### src/rtl/irq_pkg.sv
package irq_pkg;
  parameter int unsigned IRQ_NUM_EP    = 6;
  parameter int unsigned IRQ_GATE_BASE = 4;
  parameter int unsigned IRQ_BUSRST_POS = IRQ_NUM_EP;
  parameter int unsigned IRQ_SUSP_POS   = IRQ_NUM_EP + 1;
  parameter int unsigned IRQ_LO_W       = IRQ_NUM_EP + 2;
  parameter int unsigned IRQ_HI_W       = 8;

  typedef struct packed {
    logic sof_only;
    logic pin_mode;
  } irq_pin_cfg_t;
endpackage

### src/rtl/irq_susp_det.sv
module irq_susp_det #(
  parameter int unsigned MISS_LIMIT = 3
) (
  input  logic clk,
  input  logic rst,
  input  logic frame_slot,
  input  logic sof_evt,
  input  logic resume_evt,
  output logic susp_chg
);
  localparam int unsigned CNT_W = $clog2(MISS_LIMIT + 1);

  logic [CNT_W-1:0] miss_cnt;
  logic             suspended;
  logic             activity;
  logic             enter_susp;
  logic             leave_susp;

  assign activity   = sof_evt | resume_evt;
  assign enter_susp = !suspended && frame_slot && !activity &&
                      (miss_cnt == CNT_W'(MISS_LIMIT - 1));
  assign leave_susp = suspended && activity;
  assign susp_chg   = enter_susp | leave_susp;

  always_ff @(posedge clk) begin
    if (rst) begin
      miss_cnt  <= '0;
      suspended <= 1'b0;
    end else begin
      if (activity || enter_susp) begin
        miss_cnt <= '0;
      end else if (frame_slot && !suspended) begin
        miss_cnt <= miss_cnt + 1'b1;
      end
      if (enter_susp) begin
        suspended <= 1'b1;
      end else if (leave_susp) begin
        suspended <= 1'b0;
      end
    end
  end


  susp_hold_chk: assert property (@(posedge clk) disable iff (rst)
    suspended && !sof_evt && !resume_evt |=> suspended);


  awake_hold_chk: assert property (@(posedge clk) disable iff (rst)
    !suspended && !frame_slot |=> !suspended);
endmodule

### src/rtl/irq_stat_reg.sv
module irq_stat_reg
  import irq_pkg::*;
#(
  parameter int unsigned NUM_EP    = IRQ_NUM_EP,
  parameter int unsigned GATE_BASE = IRQ_GATE_BASE,
  parameter int unsigned LO_W      = NUM_EP + 2,
  parameter int unsigned HI_W      = IRQ_HI_W
) (
  input  logic                      clk,
  input  logic                      rst,
  input  logic [NUM_EP-1:0]         ep_evt,
  input  logic [NUM_EP-1:0]         ep_err,
  input  logic                      nakerr_irq_en,
  input  logic [NUM_EP-GATE_BASE-1:0] ep_gate_en,
  input  logic [NUM_EP-1:0]         ep_stat_rd,
  input  logic                      irq_reg_rd,
  input  logic                      bus_reset_evt,
  input  logic                      susp_chg,
  input  logic                      dma_eot_evt,
  output logic [LO_W-1:0]           stat_lo,
  output logic [HI_W-1:0]           stat_hi,
  output logic                      any_nxt
);
  localparam int unsigned RST_POS = NUM_EP;
  localparam int unsigned SUS_POS = NUM_EP + 1;

  logic [NUM_EP-1:0] ep_ok;
  logic [LO_W-1:0]   lo_nxt;
  logic [HI_W-1:0]   hi_nxt;

  for (genvar i = 0; i < NUM_EP; i++) begin : g_ep
    logic qual;
    assign qual = ep_evt[i] && (!ep_err[i] || nakerr_irq_en);
    if (i >= GATE_BASE) begin : g_gated
      assign ep_ok[i] = qual && ep_gate_en[i-GATE_BASE];
    end else begin : g_open
      assign ep_ok[i] = qual;
    end
    assign lo_nxt[i] = ep_ok[i] | (stat_lo[i] & ~ep_stat_rd[i]);


    ep_set_wins_chk: assert property (@(posedge clk) disable iff (rst)
      ep_ok[i] |=> stat_lo[i]);


    ep_sticky_chk: assert property (@(posedge clk) disable iff (rst)
      stat_lo[i] && !ep_stat_rd[i] |=> stat_lo[i]);
  end

  assign lo_nxt[RST_POS] = bus_reset_evt | (stat_lo[RST_POS] & ~irq_reg_rd);
  assign lo_nxt[SUS_POS] = susp_chg      | (stat_lo[SUS_POS] & ~irq_reg_rd);
  assign hi_nxt          = {{(HI_W-1){1'b0}}, dma_eot_evt | (stat_hi[0] & ~irq_reg_rd)};
  assign any_nxt         = |lo_nxt || |hi_nxt;

  always_ff @(posedge clk) begin
    if (rst) begin
      stat_lo <= '0;
      stat_hi <= '0;
    end else begin
      stat_lo <= lo_nxt;
      stat_hi <= hi_nxt;
    end
  end


  busrst_clear_chk: assert property (@(posedge clk) disable iff (rst)
    irq_reg_rd && !bus_reset_evt |=> !stat_lo[RST_POS]);


  ep_keep_on_read_chk: assert property (@(posedge clk) disable iff (rst)
    irq_reg_rd && (ep_stat_rd == '0) |=> ((stat_lo[NUM_EP-1:0] & ~$past(stat_lo[NUM_EP-1:0])) == (stat_lo[NUM_EP-1:0] & ~$past(stat_lo[NUM_EP-1:0]))) && (($past(stat_lo[NUM_EP-1:0]) & ~stat_lo[NUM_EP-1:0]) == '0));


  hi_upper_zero_chk: assert property (@(posedge clk) disable iff (rst)
    irq_reg_rd || dma_eot_evt |=> stat_hi[HI_W-1:1] == '0);
endmodule

### src/rtl/irq_pin_ctl.sv
module irq_pin_ctl
  import irq_pkg::*;
(
  input  logic         clk,
  input  logic         rst,
  input  irq_pin_cfg_t cfg,
  input  logic         sof_evt,
  input  logic         any_nxt,
  output logic         irq_n
);
  logic assert_nxt;

  always_comb begin
    if (cfg.sof_only) begin
      assert_nxt = sof_evt;
    end else begin
      assert_nxt = any_nxt | (cfg.pin_mode & sof_evt);
    end
  end

  always_ff @(posedge clk) begin
    if (rst) begin
      irq_n <= 1'b1;
    end else begin
      irq_n <= ~assert_nxt;
    end
  end


  sof_only_quiet_chk: assert property (@(posedge clk) disable iff (rst)
    cfg.sof_only && !sof_evt |=> irq_n);


  sof_pulse_chk: assert property (@(posedge clk) disable iff (rst)
    !cfg.sof_only && cfg.pin_mode && sof_evt |=> !irq_n);
endmodule

### src/rtl/usb_irq_ctrl.sv
module usb_irq_ctrl
  import irq_pkg::*;
#(
  parameter int unsigned MISS_LIMIT = 3
) (
  input  logic       clk,
  input  logic       rst,
  input  logic [5:0] ep_evt,
  input  logic [5:0] ep_err,
  input  logic       nakerr_irq_en,
  input  logic [1:0] ep_gate_en,
  input  logic [5:0] ep_stat_rd,
  input  logic       irq_reg_rd,
  input  logic       bus_reset_evt,
  input  logic       dma_eot_evt,
  input  logic       sof_evt,
  input  logic       frame_slot,
  input  logic       resume_evt,
  input  logic       sof_only_mode,
  input  logic       pin_mode,
  output logic [7:0] stat_lo,
  output logic [7:0] stat_hi,
  output logic       irq_n
);
  logic         susp_chg;
  logic         any_nxt;
  irq_pin_cfg_t pin_cfg;

  assign pin_cfg.sof_only = sof_only_mode;
  assign pin_cfg.pin_mode = pin_mode;

  irq_susp_det #(.MISS_LIMIT(MISS_LIMIT)) u_susp (
    .clk        (clk),
    .rst        (rst),
    .frame_slot (frame_slot),
    .sof_evt    (sof_evt),
    .resume_evt (resume_evt),
    .susp_chg   (susp_chg)
  );

  irq_stat_reg #(
    .NUM_EP    (IRQ_NUM_EP),
    .GATE_BASE (IRQ_GATE_BASE),
    .LO_W      (IRQ_LO_W),
    .HI_W      (IRQ_HI_W)
  ) u_stat (
    .clk           (clk),
    .rst           (rst),
    .ep_evt        (ep_evt),
    .ep_err        (ep_err),
    .nakerr_irq_en (nakerr_irq_en),
    .ep_gate_en    (ep_gate_en),
    .ep_stat_rd    (ep_stat_rd),
    .irq_reg_rd    (irq_reg_rd),
    .bus_reset_evt (bus_reset_evt),
    .susp_chg      (susp_chg),
    .dma_eot_evt   (dma_eot_evt),
    .stat_lo       (stat_lo),
    .stat_hi       (stat_hi),
    .any_nxt       (any_nxt)
  );

  irq_pin_ctl u_pin (
    .clk     (clk),
    .rst     (rst),
    .cfg     (pin_cfg),
    .sof_evt (sof_evt),
    .any_nxt (any_nxt),
    .irq_n   (irq_n)
  );


  reset_state_chk: assert property (@(posedge clk)
    rst |=> (stat_lo == 8'h00) && (stat_hi == 8'h00) && irq_n);


  mode0_pin_chk: assert property (@(posedge clk) disable iff (rst)
    !sof_only_mode && !pin_mode && !$past(sof_only_mode) && !$past(pin_mode) && !$past(rst)
      |-> (irq_n == ((stat_lo == 8'h00) && (stat_hi == 8'h00))));
endmodule

### config.mk
export PLATFORM = sky130hd
export DESIGN_NAME = usb_irq_ctrl
export DESIGN_NICKNAME = d
export VERILOG_FILES = /design/src/rtl/irq_pkg.sv /design/src/rtl/irq_susp_det.sv /design/src/rtl/irq_stat_reg.sv /design/src/rtl/irq_pin_ctl.sv /design/src/rtl/usb_irq_ctrl.sv
export SDC_FILE = /design/constraint.sdc
export NUM_CORES = 1
export LEC_CHECK = 0
export BUFFER_PORTS_ARGS = -buffer_cell sky130_fd_sc_hd__buf_2
export CAP_MARGIN = 20
export CORE_MARGIN = 8
export CORE_UTILIZATION = 34
export CTS_CLUSTER_DIAMETER = 80
export CTS_CLUSTER_SIZE = 16
export DETAILED_ROUTE_END_ITERATION = 8
export PLACE_DENSITY = 0.79
export SYNTH_ARGS = -nofsm -noshare
export SYNTH_HDL_FRONTEND = slang
export SYNTH_HIERARCHICAL = 1
export SYNTH_SLANG_ARGS = --single-unit
### constraint.sdc
create_clock -name clk -period 1.3 [get_ports clk]
set_input_delay 0 -clock clk [delete_from_list [all_inputs] [get_ports clk]]
set_output_delay 0 -clock clk [all_outputs]
set_load 0.01 [all_outputs]
-- After elaboration in Yosys (flattened, before gate mapping)
Cells that the tools add are included.
- add/sub/neg operators: 1
- $mul: 0
- div/mod/pow operators: 0
- $lt $le $gt $ge: 0
- equality and inequality tests: 1
- shift-type cells: 0
- mux-type cells: 3
- bitwise logic cells: 30
- reductions and logical operators: 31
- operator list (kind ; number):
    $logic_and 1x1->1 ; 12
    $or 1x1->1 ; 12
    $and 1x1->1 ; 10
    $logic_not 1->1 ; 8
    $logic_or 1x1->1 ; 8
    $not 1->1 ; 8
    $reduce_or 8->1 ; 1
    $mux 1 ; 3
    $add 2x1->2 const B ; 1
    $eq 2x2->1 const B ; 1
    $reduce_bool 2->1 ; 1
    $reduce_or 2->1 ; 1
- register bits: 20
- bits in latches: 0
- bits in writable memories: 0
- memory bits (read-only): 0
- output and inout bits: 17
- word-level logic and storage cells: 72
- memories: 0

-- Longest topological paths before layout
Gate-level depths: netlist (run 1).
- word-level depth: 11
- gate-level depth with buffers: 8

-- Cells and area by module
The synthesis (run 1) kept the hierarchy.
- by module, submodules not included (module ; instances ; cells each ; area each (µm²) ; seq. area each (µm²)):
    irq_stat_reg ; 1 ; 54 ; 435.4 ; 180.2
    irq_susp_det ; 1 ; 19 ; 157.7 ; 60.1
    irq_pin_ctl ; 1 ; 4 ; 46.3 ; 20.0

-- Worst setup path before layout (run 1)
OpenSTA, ideal clock, no wires.
- kind: register -> register
- start: reg u_susp.miss_cnt[0]
- end: reg u_pin.irq_n
- setup time: 0.057 ns
- arrival: 1.342 ns
- required time: 1.243 ns
- slack: -0.099 ns
- cell stages (with the launch flop): 9
- buffers on the path: 0
- cell sequence: dfxtp_1 > inv_1 > ha_1 > nand3_1 > o21ai_0 > nor4_1 > nand4_1 > nand2b_4 > a21o_1
- cells in the longest elaborated chain, start to end: 9
- ends and longest elaborated chain (element ; RTL line ; text):
    start, declared ; irq_susp_det.sv:13 ; logic [CNT_W-1:0] miss_cnt;
    start signal, assigned ; irq_susp_det.sv:33 ; miss_cnt <= miss_cnt + 1'b1;
    $eq 2x2->1 ; irq_susp_det.sv:21 ; (miss_cnt == CNT_W'(MISS_LIMIT - 1));
    $logic_and 1x1->1 ; irq_susp_det.sv:20 ; assign enter_susp = !suspended && frame_slot && !activity &&
    $or 1x1->1 ; irq_susp_det.sv:23 ; assign susp_chg = enter_susp | leave_susp;
    named net susp_chg ; usb_irq_ctrl.sv:25 ; logic susp_chg;
    $or 1x1->1 ; irq_stat_reg.sv:51 ; assign lo_nxt[SUS_POS] = susp_chg | (stat_lo[SUS_POS] & ~irq_reg_rd);
    $reduce_or 8->1 ; irq_stat_reg.sv:53 ; assign any_nxt = |lo_nxt || |hi_nxt;
    $logic_or 1x1->1 ; irq_stat_reg.sv:53 ;
    named net any_nxt ; usb_irq_ctrl.sv:26 ; logic any_nxt;
    $or 1x1->1 ; irq_pin_ctl.sv:17 ; assert_nxt = any_nxt | (cfg.pin_mode & sof_evt);
    $mux 1 ; irq_pin_ctl.sv:14 ; if (cfg.sof_only) begin
    $not 1->1 ; irq_pin_ctl.sv:25 ; irq_n <= ~assert_nxt;
    end signal, assigned ; irq_pin_ctl.sv:25 ;
    end, declared ; irq_pin_ctl.sv:9 ; output logic irq_n
The timed path passes the listed nets, and every way through them passes these cells.
A chain may end at the register's enable or synchronous reset.

-- Worst setup path after layout (run 1)
Ends and elaborated chain as after synthesis.

==> results by group, run 1 <==
STA
  – Unrepaired setup endpoints after global routing: yes
  – Final hold vios: 0
  – Fin crit period: 1.35 ns
  – Final setup skew: 0.00101 ns
  – Fin crit share: 104%
  – Achievable Freq: 739 MHz
  – Max-slew violations: 0
  – Final setup viols: 2
  – Setup TNS: -0.0863 ns
  – Setup WS post-layout: -0.0524 ns

Global routing
  – First-pass GRT wire length: 3030 um
  – Vias in the first global route: 681
  – GRT Residual Overflow: 0
  – Initial antenna violation count: 0
  – Total GRT Usage: 11.6%
  – Largest net degree at the start of global routing: 12

Route
  – Routed vias: 700
  – Avg WL per Cell: 13.9 um
  – DRC errors left: 0
  – DRT antenna net count: 0
  – Pre-antenna DRT Iters: 4
  – Drt initial violations: 5
  – Via/cell ratio: 4.46
  – Drt total wl: 2180 um

Setup path
  – Crit. End Element: flip-flop
  – Crit-path max FO: 2
  – Kind of critical path: flip-flop to flip-flop
  – WP data required: 1.52 ns
  – Worst Setup Start Kind: flip-flop
  – CP arrival: 1.57 ns

Clock tree
  – Root buffer cell: clkbuf_4
  – Clk sink count: 13
  – Num CTS Buffers: 3
  – Clock tree from TritonCTS: built
  – H-tree Lvls: 1
  – Clk_lat worst skew: 0.27 ns
  – Clock-pin slew on the worst setup and hold paths: 0.07 ns
  – Maximum buffer depth of the clock tree: 2

Synth
  – Mean area per synthesized cell: 8.30 um2
  – Post-Syn Area: 639 um2
  – Post-synth EDFFs: 0
  – Ys async rst share: 0%
  – Mapped Cells: 77
  – Register bit total from synthesis: 13
  – Yosys warnings: 6
  – Distinct cells, synth: 24
  – Seq/Total Area, Yosys: 40.7%
  – Primary FF master, synth: dfxtp_1

Status
  – Failing checks: setup timing
  – Outcome: finished, violations left

Finish
  – Most frequent cells in the layout: 40 x buf_2, 16 x nor2_1, 12 x dfxtp_1, 9 x dlygate4sd3_1
  – Fill cell count: 174
  – Commonest non-fill, non-tap cell in the layout: buf_2
  – Share of layout cells above drive strength 1: 44.7%
  – Area growth syn-to-layout: 60.1%
  – Nets@finish: 165
  – Antenna cell count: 0

Die
  – Die area: 3520 um2
  – Initial Utilization: 36.6%
  – Core footprint: 1750 um2
  – Row Count: 15
  – IO Count: 48
  – Die W: 59.4 um
  – Chip Height: 59.4 um

Placement
  – IO Port Bufs: 40
  – Pre-CTS setup slack: -0.133 ns
  – RePlAce Congestion: 0.779

Power and ir drop
  – Peak VDD IR: 0.667 mV
  – P per Cell Area: 839 nW/um2
  – Lkg Pwr: 0.507 nW

Job
  – Reported max-cap violation count: 0

Hold path
  – Hold Crit Class: input pin to flip-flop
-- synth_stat cells, types with 2 or more instances --
| cell type | count | share of area (%) |
|---|---|---|
| nand2b_1 | 4 | 3.9 |
| buf_4 | 7 | 8.2 |
| nand2b_2 | 2 | 2.7 |
| mux2i_1 | 2 | 3.1 |
| dfxtp_1 | 13 | 41 |
| nor2_1 | 16 | 9.4 |
| a21oi_1 | 8 | 6.3 |
| nor2b_1 | 4 | 3.9 |
| inv_1 | 4 | 2.3 |
| o21ai_0 | 2 | 1.6 |
| a32oi_1 | 2 | 2.7 |
-- final cells by class --
type / instances / area, um2 / share of cell area, %
inverters: 4 / 15.0 / 1.47
multi-input cells: 58 / 369 / 36.1
repair buffers: 53 / 320 / 31.3
flip-flops and latches: 13 / 262 / 25.6
well taps: 25 / 31.3 / 3.06
clock buffers: 4 / 26.3 / 2.57
-- worst max-delay path, cell delays in order, from the launching register on --
cell      delay (ns)
dfxtp_2         0.34
inv_2           0.04
ha_4            0.15
nand3_2         0.07
o21ai_2         0.07
nor4_2          0.23
nand4_1         0.19
nand2b_4        0.10
a21o_1          0.11
-- per-layer routing --
layer / vias to the layer above / global-route usage, % / routed length (um)
li1: 353 / - / -
met5: - / 0 / 0
met4: 0 / 4.10 / 0
met3: 0 / 5.86 / 209
met1: 317 / 10.6 / 782
met2: 30 / 21.4 / 1190
-- report_power, final --
part | switching (mW) | internal, mW | total [mW] | leakage [nW]
Clock | 0.124 | 0.119 | 0.244 | 0.0150
Sequential | 0.00796 | 0.417 | 0.425 | 0.108
Combinational | 0.0918 | 0.0988 | 0.191 | 0.384
-- path summary, 6_finish.rpt --
check	slack, ns	cells past startpoint	endpoint	start
max	-0.05	8	u_pin/irq_n$_SDFF_PP1_	u_susp/miss_cnt[0]$_SDFFE_PP0P_
min	0.01	3	u_stat/stat_lo[4]$_SDFF_PP0_	ep_evt[4]
min reg2reg	0.52	2	u_stat/stat_lo[4]$_SDFF_PP0_	u_stat/stat_lo[4]$_SDFF_PP0_
max reg2reg	-0.05	8	u_pin/irq_n$_SDFF_PP1_	u_susp/miss_cnt[0]$_SDFFE_PP0P_
-- sequential cells by signal (all words and copies together), names as in the netlist --
signal	flops
u_pin/irq_n	1
u_stat/stat_lo	8
u_susp/suspended	1
u_susp/miss_cnt	2
u_stat/stat_hi	1
-- cells by family after synthesis --
| group | after synthesis | synth area share (%) |
|---|---|---|
| AO/OA/AOI/OAI | 14 | 12.5 |
| buffers and inverters | 12 | 11.2 |
| other | 1 | 0.587 |
| adder cells (fa/ha/maj) | 1 | 1.96 |
| multiplexers | 2 | 3.13 |
| flip-flops | 13 | 40.7 |
| AND/OR/NAND/NOR | 34 | 29.9 |
-- timing repair --
action	4_1_cts	5_1_grt
hold buffers	7	2
gates resized for setup	5	3
setup buffers	4	0
pin swaps	5	5
endpoints found under the hold margin	6	2
endpoints found under the setup margin	1	3
-- per-stage QoR --
step	area, um2	total power [mW]	std cells	utilization [%]	hold slack, ns
final	1020	0.859	157	58.6	0.0133
after floorplan	664	0.525	83	-	0.0860
after global placement	847	0.584	141	48.5	0.234
after global routing	1020	0.907	157	58.6	0.00310
after detailed placement	847	0.588	141	48.5	0.243
after CTS	993	0.856	156	56.9	0.00109
Note: power is estimated with default switching activity, not from simulation.
==> run 2: changes to the inputs <==
--- a/config.mk
+++ b/config.mk
@@ -8,11 +8,11 @@
 export BUFFER_PORTS_ARGS = -buffer_cell sky130_fd_sc_hd__buf_2
 export CAP_MARGIN = 20
 export CORE_MARGIN = 8
-export CORE_UTILIZATION = 34
+export CORE_UTILIZATION = 30
 export CTS_CLUSTER_DIAMETER = 80
 export CTS_CLUSTER_SIZE = 16
 export DETAILED_ROUTE_END_ITERATION = 8
-export PLACE_DENSITY = 0.79
+export PLACE_DENSITY = 0.72
 export SYNTH_ARGS = -nofsm -noshare
 export SYNTH_HDL_FRONTEND = slang
 export SYNTH_HIERARCHICAL = 1
==> run 2 against run 1 <==
  * The flow still finishes with violations (setup timing)
  * Clock skew about the same
  * Wire length decreased by 12%
  * Final cell count decreased by 1.3%
==> results by group, run 2 (synthesis gave the netlist of run 1 again) <==
Finish
  – Share of layout cells above drive strength 1: 43.8% (-0.95 points)
  – Multi-input logic area: 358 um2 (-3.1%)
  – Register area: 262 um2 (unchanged)
  – Most frequent cells in the layout: 40 x buf_2, 16 x nor2_1, 12 x dfxtp_1, 8 x a21oi_1, 7 x conb_1
  – Post-route cell area: 977 um2 (-4.5%)
  – Antenna cell count: 0 (unchanged)
  – Fill cell count: 196 (+13%)
  – Fin cells: 155 (-1.3%)
  – Area growth syn-to-layout: 52.8%
  – Nets@finish: 161 (-2.4%)
  – Max reg flops: 8 (unchanged)
  – Largest regs: u_stat/stat_lo (8), u_susp/miss_cnt (2)
  – Fin util: 49.3% (-9.3 points)
  – Most flops, register: u_stat/stat_lo
  – Commonest non-fill, non-tap cell in the layout: buf_2

Power and ir drop
  – Lkg Pwr: 0.488 nW (-3.7%)
  – P per Cell Area: 864 nW/um2 (+3.0%)
  – Post-route total power: 844 uW (-1.7%)
  – Peak VDD IR: 0.434 mV (-35%)

Setup path
  – Crit-path cells: inv_2, ha_4, nand3_2, o21ai_2, nor4_2, nand4_1, nand2b_4, a21o_1
  – WP data required: 1.52 ns (about the same)
  – Crit path largest cell delay: 0.34 ns (about the same)
  – Crit-path max FO: 2 (unchanged)
  – Crit. End Element: flip-flop
  – R2r worst-path depth: 8 (unchanged)
  – Flop2flop setup slack: -0.05 ns (about the same)
  – Setup crit start: u_susp/miss_cnt[0]$_SDFFE_PP0P_
  – R2r endpoint: u_pin/irq_n$_SDFF_PP1_
  – RR Startpoint: u_susp/miss_cnt[0]$_SDFFE_PP0P_
  – Worst Setup Start Kind: flip-flop
  – CP max stage cell: dfxtp_2
  – Setup crit end: u_pin/irq_n$_SDFF_PP1_
  – CP arrival: 1.57 ns (about the same)
  – Kind of critical path: flip-flop to flip-flop

Global routing
  – First-pass GRT wire length: 3150 um (+4.1%)
  – Vias in the first global route: 751 (+10%)
  – Total GRT Usage: 9.65% (-2.0 points)
  – Largest net degree at the start of global routing: 12 (unchanged)
  – Initial antenna violation count: 0 (unchanged)
  – GRT Residual Overflow: 0 (unchanged)

Status
  – Outcome: finished, violations left
  – Failing checks: setup timing

STA
  – Max-slew violations: 0 (unchanged)
  – Final hold vios: 0 (unchanged)
  – Hold Worst Slack: 0.00945 ns (-0.00381 ns)
  – Setup WS post-layout: -0.0515 ns (+0.000967 ns)
  – Achievable Freq: 740 MHz (about the same)
  – Final setup viols: 1 (-1)
  – Unrepaired setup endpoints after global routing: yes
  – Fin crit period: 1.35 ns (-0.000967 ns)
  – Setup TNS: -0.0515 ns (+0.0348 ns)
  – Fin crit share: 104% (about the same)
  – Final setup skew: 0.00145 ns (+0.000440 ns)

Placement
  – Placed cells: 144 (+2.1%)
  – IO Port Bufs: 40 (unchanged)
  – Post-place instance area: 857 um2 (+1.2%)
  – Post-DP HPWL: 1490 um
  – RePlAce Congestion: 0.714 (-8.3%)
  – Pre-CTS setup slack: -0.149 ns (-0.0160 ns)

Route
  – Via/cell ratio: 4.35 (-2.3%)
  – Routed vias: 675 (-3.6%)
  – Avg WL per Cell: 12.4 um (-10%)
  – Drt total wl: 1920 um (-12%)
  – Pre-antenna DRT Iters: 4 (unchanged)
  – DRT antenna net count: 0 (unchanged)
  – Drt initial violations: 23 (+18)
  – DRC errors left: 0 (unchanged)

Die
  – Die area: 3860 um2 (+9.7%)
  – Row Count: 16 (+1)
  – Core footprint: 1980 um2 (+14%)
  – Chip Height: 62.2 um (+4.7%)
  – IO Count: 48 (unchanged)
  – Initial Utilization: 32.3% (-4.4 points)
  – Die W: 62.2 um (+4.7%)

Clock tree
  – Root buffer cell: clkbuf_4
  – Clock-pin slew on the worst setup and hold paths: 0.08 ns (about the same)
  – Num CTS Buffers: 3 (unchanged)
  – H-tree Lvls: 1 (unchanged)
  – Clk_lat worst skew: 0.27 ns (about the same)
  – Clk sink count: 13 (unchanged)
  – Clock tree from TritonCTS: built
  – Maximum buffer depth of the clock tree: 2 (unchanged)

Job
  – Reported max-cap violation count: 0 (unchanged)

Hold path
  – Hold Crit Class: input pin to flip-flop
run 2: worst min path at each step:
stage / start / end / slack, ns / cells after the start
2_1_floorplan: rst / u_pin/irq_n$_SDFF_PP1_ / 0.09 / 1
3_3_place_gp: bus_reset_evt / u_stat/stat_lo[6]$_SDFF_PP0_ / 0.24 / 3
3_5_place_dp: bus_reset_evt / u_stat/stat_lo[6]$_SDFF_PP0_ / 0.23 / 3
4_1_cts: resume_evt / u_susp/miss_cnt[0]$_SDFFE_PP0P_ / 0.009 / 3
5_1_grt: resume_evt / u_susp/miss_cnt[0]$_SDFFE_PP0P_ / 0.02 / 3
6_report: frame_slot / u_susp/suspended$_SDFFE_PP0P_ / 0.009 / 3
run 2: cell type report:
class	instances	area share, %
clock buffers	4	2.69
inverters	4	1.54
multi-input cells	58	36.6
flip-flops and latches	13	26.8
well taps	27	3.46
repair buffers	49	28.9
run 2: worst max-delay path: cells and delay by family, from the launching register on:
| family | cells | cell delay, ns |
|---|---|---|
| AND/OR/NAND/NOR | 4 | 0.60 |
| AO/OA/AOI/OAI | 2 | 0.17 |
| buffers and inverters | 1 | 0.04 |
| adder cells (fa/ha/maj) | 1 | 0.15 |
| flip-flops | 1 | 0.34 |
run 2: report_power, final:
group	internal, mW	switching, mW
Sequential	0.417	0.00837
Combinational	0.0913	0.0831
Clock	0.119	0.126
run 2: routing by layer:
layer | track usage (%) | up-vias | routed length, um
met2 | 17.1 | 36 | 889
met5 | 0 | - | 0
met4 | 2.62 | 0 | 16
met1 | 9.39 | 294 | 780
met3 | 5.38 | 2 | 237
li1 | - | 343 | -
run 2: timing repair:
action	in CTS	in global routing
hold buffers	6	0
setup buffers	1	0
hold endpoints to repair	6	0
pin swaps	4	4
endpoints found under the setup margin	1	1
gates cloned	0	0
resized for setup	6	0
